`src/rtl/adc_ctl_pkg.sv`:
```
package adc_ctl_pkg;
    localparam int RES_W    = 12;
    localparam int SRC_N    = 5;
    localparam int SRC_SELW = 3;
    localparam int DIV_SELW = 2;

    typedef struct packed {
        logic [7:0]       ctrl;
        logic [RES_W-1:0] raw;
        logic             busy;
    } adc_state_t;
endpackage

```
`src/rtl/adc_trig_sel.sv`:
```
module adc_trig_sel #(
    parameter int N_SRC = 5,
    parameter int SEL_W = 3
) (
    input  logic             clk,
    input  logic             rst_n,
    input  logic [N_SRC-1:0] src,
    input  logic [SEL_W-1:0] sel,
    output logic             rise
);
    localparam int SPAN = 1 << SEL_W;

    logic [N_SRC-1:0] prev_d, prev_q;
    logic [N_SRC-1:0] edge_v;
    logic [SPAN-1:0]  edge_pad;

    genvar g;
    generate
        for (g = 0; g < N_SRC; g++) begin : g_edge
            assign edge_v[g] = src[g] & ~prev_q[g];
        end
    endgenerate

    always_comb begin
        prev_d   = src;
        edge_pad = '0;
        edge_pad[N_SRC-1:0] = edge_v;
        rise     = edge_pad[sel];
    end

    always_ff @(posedge clk or negedge rst_n) begin
        if (!rst_n) prev_q <= '0;
        else        prev_q <= prev_d;
    end
endmodule

```
`src/rtl/adc_clk_div.sv`:
```
module adc_clk_div #(
    parameter int SEL_W = 2
) (
    input  logic             clk,
    input  logic             rst_n,
    input  logic [SEL_W-1:0] sel,
    input  logic             restart,
    output logic             clk_en
);
    localparam int CNT_W = (1 << SEL_W) - 1;

    logic [CNT_W-1:0] cnt_d, cnt_q;
    logic [CNT_W-1:0] limit;

    always_comb begin
        limit = '0;
        for (int i = 0; i < CNT_W; i++) begin
            if (i < int'(sel)) limit[i] = 1'b1;
        end
        clk_en = (cnt_q == limit);
        if (restart)     cnt_d = '0;
        else if (clk_en) cnt_d = '0;
        else             cnt_d = cnt_q + 1'b1;
    end

    always_ff @(posedge clk or negedge rst_n) begin
        if (!rst_n) cnt_q <= '0;
        else        cnt_q <= cnt_d;
    end
endmodule

```
`src/rtl/adc_result_fmt.sv`:
```
module adc_result_fmt
    import adc_ctl_pkg::*;
(
    input  logic [RES_W-1:0] raw,
    input  logic             align_lsb,
    output logic [7:0]       hi_byte,
    output logic [7:0]       lo_byte
);
    always_comb begin
        if (align_lsb) begin
            hi_byte = {4'h0, raw[11:8]};
            lo_byte = raw[7:0];
        end else begin
            hi_byte = raw[11:4];
            lo_byte = {raw[3:0], 4'h0};
        end
    end
endmodule

```
`src/rtl/adc_ctl_unit.sv`:
```
module adc_ctl_unit
    import adc_ctl_pkg::*;
#(
    parameter logic [7:0] ADDR_CTRL  = 8'h9D,
    parameter logic [7:0] ADDR_DHI   = 8'h9E,
    parameter logic [7:0] ADDR_DLO   = 8'h9F,
    parameter logic [7:0] CTRL_RESET = 8'h01
) (
    input  logic             clk,
    input  logic             rst_n,
    input  logic [7:0]       bus_addr,
    input  logic             bus_we,
    input  logic [7:0]       bus_wdata,
    output logic [7:0]       bus_rdata,
    input  logic             trig_soft,
    input  logic             trig_timer1,
    input  logic             trig_timer3,
    input  logic             trig_ext_irq,
    input  logic             trig_ext0,
    input  logic             int_ack,
    input  logic             conv_done,
    input  logic [RES_W-1:0] conv_value,
    output logic             conv_start,
    output logic             conv_clk_en,
    output logic             irq
);
    localparam int FLAG_BIT = 7;

    adc_state_t state_d, state_q;

    logic [7:0]       ctrl_q;
    logic [RES_W-1:0] raw_q;
    logic             wr_ctrl;
    logic             src_rise;
    logic [7:0]       hi_byte, lo_byte;
    logic [SRC_N-1:0] src_vec;

    assign ctrl_q  = state_q.ctrl;
    assign raw_q   = state_q.raw;
    assign src_vec = {trig_ext0, trig_ext_irq, trig_timer3, trig_timer1, trig_soft};
    assign wr_ctrl = bus_we && (bus_addr == ADDR_CTRL);

    adc_trig_sel #(.N_SRC(SRC_N), .SEL_W(SRC_SELW)) u_trig (
        .clk   (clk),
        .rst_n (rst_n),
        .src   (src_vec),
        .sel   (ctrl_q[5:3]),
        .rise  (src_rise)
    );

    adc_clk_div #(.SEL_W(DIV_SELW)) u_div (
        .clk     (clk),
        .rst_n   (rst_n),
        .sel     (ctrl_q[DIV_SELW-1:0]),
        .restart (wr_ctrl),
        .clk_en  (conv_clk_en)
    );

    adc_result_fmt u_fmt (
        .raw       (raw_q),
        .align_lsb (ctrl_q[2]),
        .hi_byte   (hi_byte),
        .lo_byte   (lo_byte)
    );

    always_comb begin
        conv_start = src_rise && !state_q.busy;
        state_d    = state_q;
        if (wr_ctrl) begin
            state_d.ctrl[FLAG_BIT-1:0] = bus_wdata[FLAG_BIT-1:0];
            if (!bus_wdata[FLAG_BIT]) state_d.ctrl[FLAG_BIT] = 1'b0;
        end
        if (int_ack) state_d.ctrl[FLAG_BIT] = 1'b0;
        if (conv_done) begin
            state_d.ctrl[FLAG_BIT] = 1'b1;
            state_d.raw            = conv_value;
            state_d.busy           = 1'b0;
        end
        if (conv_start) state_d.busy = 1'b1;
    end

    always_ff @(posedge clk or negedge rst_n) begin
        if (!rst_n) begin
            state_q.ctrl <= CTRL_RESET;
            state_q.raw  <= '0;
            state_q.busy <= 1'b0;
        end else begin
            state_q <= state_d;
        end
    end

    always_comb begin
        case (bus_addr)
            ADDR_CTRL: bus_rdata = ctrl_q;
            ADDR_DHI:  bus_rdata = hi_byte;
            ADDR_DLO:  bus_rdata = lo_byte;
            default:   bus_rdata = 8'h00;
        endcase
    end

    assign irq = ctrl_q[FLAG_BIT];
endmodule

```
`config.mk`:
```
export PLATFORM = sky130hd
export DESIGN_NAME = adc_ctl_unit
export DESIGN_NICKNAME = d
export VERILOG_FILES = /design/src/rtl/adc_ctl_pkg.sv /design/src/rtl/adc_trig_sel.sv /design/src/rtl/adc_clk_div.sv /design/src/rtl/adc_result_fmt.sv /design/src/rtl/adc_ctl_unit.sv
export SDC_FILE = /design/constraint.sdc
export NUM_CORES = 1
export LEC_CHECK = 0
export ABC_CLOCK_PERIOD_IN_PS = 1700
export CAP_MARGIN = 20
export CORE_ASPECT_RATIO = 1.4
export CORE_MARGIN = 2
export CORE_UTILIZATION = 48
export CTS_BUF_LIST = sky130_fd_sc_hd__clkbuf_8
export DETAILED_ROUTE_END_ITERATION = 10
export PLACE_DENSITY = 0.85
export SLEW_MARGIN = 20
export SYNTH_ARGS = -nofsm -noshare
export SYNTH_HDL_FRONTEND = slang
export SYNTH_SLANG_ARGS = --single-unit
```
`constraint.sdc`:
```
create_clock -name clk -period 1.7 [get_ports clk]
set_input_delay 0.34 -clock clk [delete_from_list [all_inputs] [get_ports clk]]
set_output_delay 0.34 -clock clk [all_outputs]
set_load 0.02 [all_outputs]
```
==> results.md <==
* Root Buffer Master: clkbuf_8
* Commonest cells after routing, fill and taps aside: 29 x clkdlybuf4s50_1, 28 x dfrtp_1, 23 x buf_4
* Yosys top cell by area: dfrtp_1
* Cells after DPL at 242
* Fmax at 515 MHz
* Synth Instances at 143
* Worst R2R Start: ctrl_q[0]
* Dpl cell area at 2230 um^2
* Final ANT Viol Nets at 0
* Post-Layout Inst Area at 2470 um^2
* Fin crit period at 1940 ps
* Port buffer count at 48
* Routed vias/inst at 5.58
* Complex-gate fraction of the synthesized area at 13.0%
* Sink Count at 29
* Met2 wire length at 2410 um
* Clock slew at reported path FFs at 60 ps
* CTS Hold Buffers Added at 0
* Least-Margin Pin Slew at 365 ps
* Layout Cells excl Fill at 255
* Outcome: finished, violations left
* Crit path required time at 1360 ps
* Worst skew pair latency at 280 ps
* Pwr dens at 842 nW/um^2
* Worst Setup Slack, final at -242 ps
* Total Neg Setup Slack at -1020 ps
* Unique masters post-synth at 40
* Drt wl/cell at 17.2 um
* Startpoint types: flip-flop
* Seq/Total Area, Yosys at 46.0%
* Crit end category: output pin
* Grt total ovfl at 0
* XOR/XNOR share of the synthesized area at 0.555%
* Multi-input logic area at 901 um^2
* Worst min path class: input port to async pin
* Drt drc at 0
* DP HPWL at 3050 um
* Top-area cell type share of the netlist area at 44.4%
* Area of the core at 3120 um^2
* R2R setup slack at 190 ps
* Final Hold Vio Count at 0
* Initial Util at 50.6%
* First-pass GRT wire length at 6890 um
* Die footprint at 3770 um^2
* Synthesized area per cell at 11.0 um^2
* Slew HR at 75.7%
* CP Max Fanout at 3
* Largest net degree at the start of global routing at 30
* # setup viols final at 10
* Crit path DAT at 1600 ps
* Area growth syn-to-layout at 56.4%
* Fill cells at 201
* Mapped Area at 1580 um^2
* Max-capacitance violation count at 0
* CTS tree: done
* Maximum vdd drop at 658 uV
* Top post-synthesis cells by area: dfrtp_1 44%, mux2_2 11%, mux2_4 5.7%
* Final clock skew at 6.97 ps
* I/O pin count at 49
* Uppermost layer routed: met4
* Vias in the first global route at 1546
* Rows at 24
* GRT Total Usage at 25.6%
* Placer Congestion at 0.798
* Met3 WL at 239 um
* DRT iter0 DRCs at 30
* DRT Wirelength at 4400 um
* Largest family of logic cells by synthesized area: multiplexers
* Num CTS Buffers at 5
* Number of synthesized flops with an enable pin at 0
* Most common cell after layout, fill and taps aside: clkdlybuf4s50_1
* H-tree lvl count at 2
* Failing checks: negative setup slack
* Final net count at 254
* Number of diodes at 0
* Share of flip-flops with an asynchronous set or reset at 100%
* Synth Net Count at 182
* Cells on worst reg2reg path at 6
* Synth Area in Adders at 0.792%
* M1 wire length at 1660 um
* Place WS at -796 ps
* Flops & latches, synth at 29
* Fraction of the cycle the final worst path needs at 114%
* Fraction of layout cells with a size suffix above 1 at 42.1%
* Height of the die at 71.9 um
* Synth warnings at 0
* Die width at 52.5 um
* Worst reg2reg endpoint: u_div.cnt_q[1]
* Static leakage at 1.11 nW
* Initial antenna violation count at 0
* Simple-gate share of the synthesized area at 15.5%
* TritonRoute pass-1 iters at 4
* Max clock buf depth at 2
* Mux share of post-synthesis cell area at 19.7%
* Final Max Tran Viols at 0
* Primary FF master, synth: dfrtp_1
* Total power at 0.00208 W
* Storage element area at 727 um^2
* Crit path kind: flip-flop to output pin
* RSZ-0062 raised after global routing: yes
* DR vias at 1422
[how the worst max path moves through the flow]
| stage | startpoint | end | depth (start not counted) |
|---|---|---|---|
| finish | ctrl_q[1] | conv_clk_en | 4 |
| global route | ctrl_q[1] | conv_clk_en | 4 |
| CTS | ctrl_q[1] | conv_clk_en | 4 |
| detailed placement | trig_ext0 | conv_start | 5 |
| global placement | bus_addr[5] | bus_rdata[3] | 6 |
| floorplan | ctrl_q[4] | conv_start | 4 |
[final cells by class]
type	instances	area share [%]
multi-input cells	101	36.5
flip-flops and latches	29	29.4
repair buffers	74	27.9
clock buffers	6	3.34
well taps	39	1.98
inverters	4	0.608
clock inverters	2	0.304
[repair_timing]
item                       4_1_cts  5_1_grt
setup endpoints to repair       17       11
gates resized for setup         85       18
pin swaps                       16        9
gates cloned                     1        0
setup buffers                    2        3
[worst max-delay path, cell delays in order, from the launching register on]
cell and delay (ps):
dfrtp_1 410, or4_4 540, a21oi_4 140, or2_4 130
buf_6 100
[where the power goes]
part           total (W)  internal, W  switching (W)
sequential      0.000841     0.000771      0.0000694
combinational   0.000671     0.000406       0.000265
clock           0.000567     0.000317       0.000250
[Yosys cell counts (all sizes together), types with 2 or more instances]
master	n
inv	4
clkbuf	2
nand2b	2
dfrtp	28
a221oi	3
buf	7
nor4	2
nand2	10
a21oi	12
nor2b	5
nand3	3
and3	3
nor3	2
mux2i	4
mux2	22
a21o	6
nor2	3
o21ai	6
[per-layer routing]
metal / vias to the layer above / GRT usage [%]
li1: 661 / -
met1: 697 / 28.6
met2: 56 / 42.9
met3: 8 / 5.83
met4: 0 / 15.4
met5: - / 0
[state kept, by name, indices dropped and copies added (netlist names)]
name / cells
ctrl_q: 8
raw_q: 12
state_q: 1
u_div.cnt_q: 3
u_trig.prev_q: 5
[kinds of logic (layout without fill, tap and decap cells)]
| family | Yosys count | count (layout) |
|---|---|---|
| adders and majority gates | 1 | 1 |
| and+or+nand+nor | 41 | 41 |
| xor gates and xnor gates | 1 | 1 |
| AOI/OAI and AO/OA | 32 | 32 |
| buffers and inverters | 13 | 86 |
| muxes | 26 | 26 |
| DFF | 29 | 29 |
[through the flow]
step	utilization, %	hold slack [ps]
after CTS	76.8	443
after global routing	79.1	482
after floorplan	-	44.4
after detailed placement	71.6	519
final	79.1	439
after global placement	71.6	500
Note: power is estimated with default switching activity, not from simulation.
